## config.mk

```make
export PLATFORM = sky130hd
export DESIGN_NAME = dring_src_engine
export DESIGN_NICKNAME = d
export VERILOG_FILES = /design/src/rtl/dring_pkg.sv /design/src/rtl/dring_cfg_regs.sv /design/src/rtl/dring_desc_mem.sv /design/src/rtl/dring_seq.sv /design/src/rtl/dring_src_engine.sv
export SDC_FILE = /design/constraint.sdc
export NUM_CORES = 2
export LEC_CHECK = 0
export BUFFER_PORTS_ARGS = -buffer_cell sky130_fd_sc_hd__buf_4
export CELL_PAD_IN_SITES_DETAIL_PLACEMENT = 0
export CELL_PAD_IN_SITES_GLOBAL_PLACEMENT = 1
export CORE_MARGIN = 3
export CORE_UTILIZATION = 51
export CTS_BUF_LIST = sky130_fd_sc_hd__clkbuf_16
export DETAILED_ROUTE_END_ITERATION = 7
export GPL_ROUTABILITY_DRIVEN = 0
export HOLD_SLACK_MARGIN = 0.03
export PLACE_DENSITY = 0.73
export SLEW_MARGIN = 20
export SYNTH_ARGS = -nofsm -noshare
export SYNTH_HDL_FRONTEND = slang
export SYNTH_HIERARCHICAL = 1
export SYNTH_SLANG_ARGS = --single-unit
```

## constraint.sdc

```tcl
create_clock -name clk -period 5.5 [get_ports clk]
set_clock_uncertainty 0.2 [all_clocks]
set_input_delay 1.1 -clock clk [delete_from_list [all_inputs] [get_ports clk]]
set_output_delay 1.1 -clock clk [all_outputs]
set_load 0.02 [all_outputs]
```

## src/rtl/dring_pkg.sv

```systemverilog
`timescale 1ns/1ps
package dring_pkg;
  localparam int FLAG_GATHER = 0;
  localparam int FLAG_SWAP   = 1;
  localparam int META_LSB    = 2;
  localparam int META_W      = 14;

  typedef struct packed {
    logic [15:0] flags;
    logic [15:0] len;
    logic [31:0] addr;
  } desc_t;

  typedef enum logic [1:0] {
    CFG_BASE   = 2'd0,
    CFG_SIZE   = 2'd1,
    CFG_MAXLEN = 2'd2,
    CFG_WRIDX  = 2'd3
  } cfg_sel_e;

  function automatic logic [15:0] ring_next(input logic [15:0] idx, input logic [15:0] mask);
    return (idx + 16'd1) & mask;
  endfunction

  function automatic logic [15:0] slot_of(input logic [15:0] base, input logic [15:0] idx,
                                          input logic [15:0] amask);
    return (base + idx) & amask;
  endfunction

  function automatic logic ring_pending(input logic [15:0] size, input logic [15:0] rd,
                                        input logic [15:0] wr);
    return (size != 16'd0) && (rd != wr);
  endfunction

  function automatic logic too_long(input logic [15:0] len, input logic [15:0] maxlen);
    return len > maxlen;
  endfunction
endpackage

```

## src/rtl/dring_cfg_regs.sv

```systemverilog
`timescale 1ns/1ps
module dring_cfg_regs #(
  parameter int DEPTH = 32,
  localparam int AW = $clog2(DEPTH),
  localparam int SW = AW + 1
) (
  input  logic          clk,
  input  logic          rst_n,
  input  logic          cfg_we,
  input  logic [1:0]    cfg_sel,
  input  logic [15:0]   cfg_wdata,
  output logic [AW-1:0] base,
  output logic [SW-1:0] size,
  output logic [AW-1:0] mask,
  output logic [15:0]   maxlen,
  output logic [AW-1:0] wr_idx,
  output logic          size_wr
);
  import dring_pkg::*;

  assign mask    = AW'(size - SW'(1));
  assign size_wr = cfg_we && (cfg_sel_e'(cfg_sel) == CFG_SIZE);

  always_ff @(posedge clk or negedge rst_n) begin
    if (!rst_n) begin
      base   <= '0;
      size   <= '0;
      maxlen <= '0;
      wr_idx <= '0;
    end else if (cfg_we) begin
      case (cfg_sel_e'(cfg_sel))
        CFG_BASE:   base   <= cfg_wdata[AW-1:0];
        CFG_SIZE: begin
          size   <= cfg_wdata[SW-1:0];
          wr_idx <= '0;
        end
        CFG_MAXLEN: maxlen <= cfg_wdata;
        default:    wr_idx <= cfg_wdata[AW-1:0] & mask;
      endcase
    end
  end

  // a size write always leaves the write index at zero
  p_size_clears_wr_r8: assert property (@(posedge clk) disable iff (!rst_n)
    size_wr |=> (wr_idx == '0));
endmodule

```

## src/rtl/dring_desc_mem.sv

```systemverilog
`timescale 1ns/1ps
module dring_desc_mem #(
  parameter int DEPTH = 32,
  localparam int AW = $clog2(DEPTH)
) (
  input  logic               clk,
  input  logic               we,
  input  logic [AW-1:0]      waddr,
  input  dring_pkg::desc_t   wdata,
  input  logic [AW-1:0]      raddr,
  output dring_pkg::desc_t   rdata
);
  dring_pkg::desc_t mem [DEPTH];

  always_ff @(posedge clk) begin
    if (we) mem[waddr] <= wdata;
  end

  assign rdata = mem[raddr];
endmodule

```

## src/rtl/dring_seq.sv

```systemverilog
`timescale 1ns/1ps
module dring_seq #(
  parameter int DEPTH = 32,
  localparam int AW = $clog2(DEPTH),
  localparam int SW = AW + 1
) (
  input  logic          clk,
  input  logic          rst_n,
  input  logic [SW-1:0] size,
  input  logic [AW-1:0] mask,
  input  logic [AW-1:0] wr_idx,
  input  logic [15:0]   maxlen,
  input  logic          size_wr,
  input  logic [15:0]   d_len,
  input  logic          d_gather,
  input  logic          xfer_ready,
  output logic          xfer_valid,
  output logic          xfer_first,
  output logic          xfer_last,
  output logic [AW-1:0] rd_idx,
  output logic          cc_pulse,
  output logic          err_oversize
);
  import dring_pkg::*;

  logic in_chain;
  logic pending, oversize, fire, skip, advance;
  logic [AW-1:0] rd_next;

  assign pending    = ring_pending(16'(size), 16'(rd_idx), 16'(wr_idx));
  assign oversize   = too_long(d_len, maxlen);
  assign xfer_valid = pending && !oversize;
  assign fire       = xfer_valid && xfer_ready;
  assign skip       = pending && oversize;
  assign advance    = fire || skip;
  assign rd_next    = AW'(ring_next(16'(rd_idx), 16'(mask)));
  assign xfer_first = !in_chain;
  assign xfer_last  = !d_gather;

  always_ff @(posedge clk or negedge rst_n) begin
    if (!rst_n) begin
      rd_idx       <= '0;
      in_chain     <= 1'b0;
      cc_pulse     <= 1'b0;
      err_oversize <= 1'b0;
    end else begin
      cc_pulse <= fire && !d_gather;
      if (skip) err_oversize <= 1'b1;
      if (size_wr) begin
        rd_idx   <= '0;
        in_chain <= 1'b0;
      end else if (advance) begin
        rd_idx   <= rd_next;
        in_chain <= d_gather;
      end
    end
  end

  // nothing is requested when the ring is empty
  p_no_req_empty_r3: assert property (@(posedge clk) disable iff (!rst_n)
    (rd_idx == wr_idx) |-> !xfer_valid);
  // a stalled request keeps its slot
  p_hold_r3: assert property (@(posedge clk) disable iff (!rst_n)
    (xfer_valid && !xfer_ready && !size_wr) |=> (xfer_valid && $stable(rd_idx)));
  // each consumed descriptor moves the index by one, wrapped
  p_step_r3: assert property (@(posedge clk) disable iff (!rst_n)
    (advance && !size_wr) |=> (rd_idx == (($past(rd_idx) + AW'(1)) & $past(mask))));
  // a completion follows only an accepted closing segment
  p_cc_last_r6: assert property (@(posedge clk) disable iff (!rst_n)
    cc_pulse |-> $past(xfer_valid && xfer_ready && xfer_last));
  // an oversize descriptor never shows as a request
  p_skip_quiet_r7: assert property (@(posedge clk) disable iff (!rst_n)
    skip |-> !xfer_valid);
  // the error flag does not drop
  p_err_sticky_r7: assert property (@(posedge clk) disable iff (!rst_n)
    err_oversize |=> err_oversize);
  // a size write returns the read index to zero
  p_size_reset_r8: assert property (@(posedge clk) disable iff (!rst_n)
    size_wr |=> (rd_idx == '0));
endmodule

```

## src/rtl/dring_src_engine.sv

```systemverilog
`timescale 1ns/1ps
module dring_src_engine #(
  parameter int DEPTH = 32,
  localparam int AW = $clog2(DEPTH),
  localparam int SW = AW + 1
) (
  input  logic          clk,
  input  logic          rst_n,
  input  logic          cfg_we,
  input  logic [1:0]    cfg_sel,
  input  logic [15:0]   cfg_wdata,
  input  logic          dmem_we,
  input  logic [AW-1:0] dmem_addr,
  input  logic [63:0]   dmem_wdata,
  output logic          xfer_valid,
  input  logic          xfer_ready,
  output logic [31:0]   xfer_addr,
  output logic [15:0]   xfer_len,
  output logic [13:0]   xfer_meta,
  output logic          xfer_swap,
  output logic          xfer_first,
  output logic          xfer_last,
  output logic [AW-1:0] rd_idx,
  output logic          cc_pulse,
  output logic          err_oversize
);
  import dring_pkg::*;

  logic [AW-1:0] base, mask, wr_idx, slot;
  logic [SW-1:0] size;
  logic [15:0]   maxlen;
  logic          size_wr;
  desc_t         cur;

  dring_cfg_regs #(.DEPTH(DEPTH)) u_cfg (
    .clk(clk), .rst_n(rst_n), .cfg_we(cfg_we), .cfg_sel(cfg_sel), .cfg_wdata(cfg_wdata),
    .base(base), .size(size), .mask(mask), .maxlen(maxlen), .wr_idx(wr_idx),
    .size_wr(size_wr)
  );

  assign slot = AW'(slot_of(16'(base), 16'(rd_idx), 16'(DEPTH - 1)));

  dring_desc_mem #(.DEPTH(DEPTH)) u_mem (
    .clk(clk), .we(dmem_we), .waddr(dmem_addr), .wdata(desc_t'(dmem_wdata)),
    .raddr(slot), .rdata(cur)
  );

  dring_seq #(.DEPTH(DEPTH)) u_seq (
    .clk(clk), .rst_n(rst_n), .size(size), .mask(mask), .wr_idx(wr_idx),
    .maxlen(maxlen), .size_wr(size_wr), .d_len(cur.len),
    .d_gather(cur.flags[FLAG_GATHER]), .xfer_ready(xfer_ready),
    .xfer_valid(xfer_valid), .xfer_first(xfer_first), .xfer_last(xfer_last),
    .rd_idx(rd_idx), .cc_pulse(cc_pulse), .err_oversize(err_oversize)
  );

  assign xfer_addr = cur.addr;
  assign xfer_len  = cur.len;
  assign xfer_meta = cur.flags[META_LSB +: META_W];
  assign xfer_swap = cur.flags[FLAG_SWAP];

  // a stalled request keeps its fields while the host leaves the ring alone
  p_req_stable_r2: assert property (@(posedge clk) disable iff (!rst_n)
    (xfer_valid && !xfer_ready && !cfg_we && !dmem_we) |=>
      ($stable(xfer_addr) && $stable(xfer_len) && $stable(xfer_meta)));
endmodule

```

After elaboration in Yosys (flattened, before gate mapping). Memory sizes are Yosys's and may differ from the RTL's. Cells that the tools add are included.

Add/sub/neg operators: 3. $lt $le $gt $ge: 1. Eq/ne operators: 3. Multiplexer cells: 7. Bitwise operators: 3. Reductions and logical operators: 18.

Operators by type and width (count): > comparator 16 bit (1); AND 5 bit (2); 2-to-1 mux 5 bit (2); one-hot mux 5 bit (2 select lines) (1); AND reduction 2 bit (4); logical AND 1 bit (6); nonzero test 6 bit (1); adder 5 x 1 -> 5 bit, second input constant (1); adder 5 bit (1); != test 5 bit (1); subtractor 5 x 1 -> 5 bit, second input constant (1); 2-to-1 mux 1 bit (4); logical NOT 1 bit (3); == test 2 x 1 -> 1 bit, second input constant (1); == test 2 bit, second input constant (1); logical NOT 2 bit (1); nonzero test 2 bit (1); OR reduction 2 bit (1); logical OR 1 bit (1); inverter 1 bit (1).

Register bits after elaboration: 40. RAM bits: 2048. Output and inout port bits: 73. Word-level logic and storage cells: 44. Memories: 1.

Memory list: u_mem.mem (words 32, width 64, read ports 1, clocked after Yosys merged registers in 0, write ports 1, line dring_desc_mem.sv:13) `dring_pkg::desc_t mem [DEPTH];`.

Longest topological paths before layout. An unclocked memory read counts as a cell.

Depth in word-level cells: 9. Gate-level depth with buffers: 20. Depth with buffers taken out: 16.

By module. Netlist, hierarchy kept.

Modules (own cells, without submodules): dring_desc_mem (times used 1, cells an instance 3033, area each 77683.3 sq um); dring_cfg_regs (times used 1, cells an instance 90, area each 1362.6 sq um); dring_seq (times used 1, cells an instance 112, area each 923.4 sq um); dring_src_engine (times used 1, cells an instance 19, area each 158.9 sq um).

Worst setup path after synthesis. No wires, ideal clock.

Kind: reg-to-output. Start point: reg u_seq.rd_idx[0]. End point: out xfer_valid. Arrival time: 4.451 ns. Slack: -0.251 ns. Stages on the path, launching flop included: 17. Buffers on the path: 3. Cells stage by stage: dfrtp_1 > ha_1 > inv_1 > fa_1 > xnor2_1 > clkbuf_1 > clkbuf_1 > clkbuf_1 > mux4_2 > mux4_2 > mux2_2 > ha_1 > nand4_2 > nor4_2 > a21boi_2 > o31ai_1 > and2_1.

Longest elaborated chain between the ends: 5. Elaborated cells between the ends (all ways): 7. Those cells by class: add/sub (1); order compare (1); eq/ne (1); reduce/logical (3); memory (1).

Ends and longest elaborated chain: start, declared (line dring_seq.sv:20) `output logic [AW-1:0] rd_idx,`; start signal, assigned (line dring_seq.sv:53) `rd_idx <= rd_next;`; adder 5 bit (line dring_pkg.sv:27) `return (base + idx) & amask;`; named net slot[2] (line dring_src_engine.sv:29) `logic [AW-1:0] base, mask, wr_idx, slot;`; memory (32 x 64 bit); named net xfer_len[15] (line dring_src_engine.sv:18) `output logic [15:0] xfer_len,`; > comparator 16 bit (line dring_pkg.sv:36) `return len > maxlen;`; logical NOT 1 bit (line dring_seq.sv:32) `assign xfer_valid = pending && !oversize;`; logical AND 1 bit (line dring_seq.sv:32); end, declared (line dring_src_engine.sv:15) `output logic xfer_valid,`.

The timed path passes the listed nets, and every way through them passes these cells.

Final worst setup path.
Start point: reg u_seq.rd_idx[0]. End point: out xfer_valid.

Longest elaborated chain between the ends: 5. Elaborated cells between the ends (all ways): 7. Those cells by class: add/sub (1); order compare (1); eq/ne (1); reduce/logical (3); memory (1).

Ends and longest elaborated chain (line): adder 5 bit (dring_pkg.sv:27); memory (32 x 64 bit); > comparator 16 bit (dring_pkg.sv:36); logical NOT 1 bit (dring_seq.sv:32); logical AND 1 bit * (dring_seq.sv:32).

Every way passes the cells marked *; elsewhere a longest branch is shown, timed or not.

==> impl_metrics.tcl <==
set metrics [dict create \
    cap_violations 0 \
    synth_ff_type "edfxtp_1" \
    hold_path.class "in -> async" \
    wl_met3_um 22000 \
    clock-sinks 2088 \
    wl_met2_um 97900 \
    grt_pass1_vias 38700 \
    synth.most_common_cell "edfxtp_1" \
    drt-met1-wl_um 81600 \
    ys_seq_area_frac 0.780 \
    cp_num_buf_inv 6 \
    ctsHtreeMaxLevel 4 \
    post-route-util 0.606 \
    status "finished with violations" \
    powerDensity_nw_per_um2 524 \
    crit_fanout 12 \
    io_buffers 164 \
    area_growth_pct 17.4 \
    track_usage 0.252 \
    layout_setup_ws_ns -0.681 \
    cts_tree "built" \
    cts_made_buffers 199 \
    timing.slew.headroom 0.287 \
    worstMarginPinSlew_ns 1.07 \
    netlist_area_um2 80100 \
    die_w_um 402 \
    postSynthRegisterBits 2088 \
    cts.path.max_buffers 3 \
    fp.dieH_um 402 \
    grt_first_pass_wirelength_um 287000 \
    rows 144 \
    fmax_mhz 162 \
    fin_crit_sh 1.12 \
    hold_viol 0 \
    fillers 10300 \
    grt_remaining_overflow 0 \
    worstSetupStartpointType "flip-flop" \
    clock_latency_ns 0.80 \
    via_per_inst 6.48 \
    crit_chain "ha_4 > inv_2 > fa_2 > buf_12 > inv_8 > buf_6 > mux4_2 > mux2_4 > ha_4 > buf_4 > nand2_1 > a2bb2oi_2 > nand3_2 > o31ai_4 > and2_4 > buf_6" \
    yosysTopAreaCellShare 0.768 \
    setup_viol 8 \
    critPathSlowestCell "mux4_2" \
    synthDistinctLibCells 62 \
    synthCells 3254 \
    avgRoutedWirePerCell_um 34.8 \
    crit_required_ns 4.20 \
    yosys_warnings 6 \
    synth-edff-count 2048 \
    top_layer_used "met5" \
    io_pins 165 \
    async_flop_share 0.0192 \
    cpLargestDelayFamily "adder cells" \
    cp_data_arrival_time_ns 4.88 \
    cts_hold_buffers 0 \
    ant_nets 0 \
    drt-total-wl_um 206000 \
    critPathCaptureType "output port" \
    placed_area_um2 85400 \
    design_area_um2 94000 \
    nets 3841 \
    drive_above_1_share 0.386 \
    yosys-top-cells-area "edfxtp_1 (77%), mux4_2 (17%), mux2_2 (1.3%)" \
    finalMaxSlewViolations 0 \
    cts-root-buf "clkbuf_16" \
    critPathKind "reg -> out" \
    antenna_found_initial 8 \
    p_leak_nw 30.3 \
    yosys.area.top_type "edfxtp_1" \
    syn_nets 3369 \
    die_area_um2 162000 \
    cts.clk_slew.worst_paths_ns 0.06 \
    synth_top_cells_by_count "edfxtp_1 (2048), mux4_2 (602), mux2_2 (91)" \
    drcViolationCount 0 \
    avgSynthCellArea_um2 24.6 \
    cpPeakStageDelay_ns 0.56 \
    coreArea_um2 155000 \
    period_needed_ns 6.18 \
    rsz0062_at_grt "true" \
    grt_start_max_net_pins 59 \
    drtPass1Iterations 7 \
    via_count 38500 \
    hpwl_um 103000 \
    ir_worst_vdd_mv 0.407 \
    drt_iter0_drc 4534 \
    violations "setup timing" \
    start_util 0.517 \
]
[per-layer routing]
layer  track usage  vias to the layer above
li1              -                    15100
met4        0.0605                        6
met2         0.386                     2279
met3        0.0590                      329
met1         0.374                    20800
met5             0                        -
[stage by stage]
stage                     instances  hold WS [ns]  setup TNS [ns]  total power [mW]  worst slack, ns
after detailed placement       5476         0.290          -0.595              33.4           -0.595
after global routing           5939        0.0771           -3.32              51.2           -0.852
after floorplan                3254         0.268               0              28.4           0.0111
final                          5942        0.0715           -1.08              49.3           -0.681
after CTS                      5884        0.0347           -1.52              48.3           -0.791
after global placement         5476         0.279          -0.606              33.2           -0.606
[final cells by class]
class	count	area [µm²]	area share
Sequential cell	2088	62500	0.665
Timing Repair inverter	2	31.3	0.000333
Inverter	28	123	0.00130
Clock inverter	165	1260	0.0134
Multi-Input combinational cell	978	17400	0.186
Tap cell	2044	2560	0.0272
Timing Repair Buffer	429	5030	0.0535
Antenna cell	5	12.5	0.000133
Clock buffer	203	5080	0.0540
[cell families (layout without fill, tap and decap cells)]
kind of cell | after synthesis | after routing | share of synthesized area
xor+xnor | 12 | 12 | 0.00131
mux | 741 | 741 | 0.189
simple gates | 116 | 116 | 0.00781
fa+ha+maj | 23 | 23 | 0.00369
other cells | 0 | 5 | 0
buf+inv | 188 | 827 | 0.0111
compound gates | 86 | 86 | 0.00753
flops | 2088 | 2088 | 0.780
[where the power goes]
group	switching, mW	total (mW)	leakage [nW]	internal, mW
Combinational	8.59	18.3	8.10	9.66
Clock	5.71	13.3	3.29	7.55
Sequential	0.0888	17.8	18.9	17.7
[final timing paths]
path                                                to  cells after the start  slack, ns                   startpoint
setup / recovery                            xfer_valid                     16      -0.68  u_seq/rd_idx[0]$_DFFE_PN0P_
hold / removal             u_cfg/wr_idx[0]$_DFFE_PN0P_                      1       0.07                        rst_n
setup reg to reg           u_seq/rd_idx[0]$_DFFE_PN0P_                     19       0.38  u_seq/rd_idx[0]$_DFFE_PN0P_
hold reg to reg            u_cfg/wr_idx[2]$_DFFE_PN0P_                      2       0.30  u_cfg/wr_idx[2]$_DFFE_PN0P_
max in group asynchronous  u_seq/rd_idx[1]$_DFFE_PN0P_                      1       4.65                        rst_n
min in group clk           u_cfg/wr_idx[2]$_DFFE_PN0P_                      2       0.30  u_cfg/wr_idx[2]$_DFFE_PN0P_
[repair_timing]
| action | 4_1_cts | 5_1_grt |
|---|---|---|
| resized for setup | 108 | 83 |
| cloned | 23 | 16 |
| setup buffers | 19 | 42 |
| pin swaps | 10 | 13 |
| setup endpoints to repair | 48 | 38 |
[cell usage in the layout, fill, tap and decap left out, drive strengths merged, types with 10 or more instances in the layout]
cell type / count
bufinv: 19
edfxtp: 2048
clkbuf: 219
a21oi: 13
mux4: 602
nor2: 46
o22ai: 10
mux2: 101
mux2i: 38
nand2: 19
a221oi: 12
inv: 81
clkinv: 92
ha: 22
dfrtp: 40
o21ai: 18
buf: 411
[registers in the layout (all words and copies together), names as in the netlist]
signal / cells
u_cfg/size: 6
u_cfg/maxlen: 16
u_seq/cc_pulse: 1
u_mem/mem: 2048
u_seq/err_oversize: 1
u_cfg/wr_idx: 5
u_seq/rd_idx: 5
u_seq/in_chain: 1
u_cfg/base: 5
Note: power is estimated with default switching activity, not from simulation.
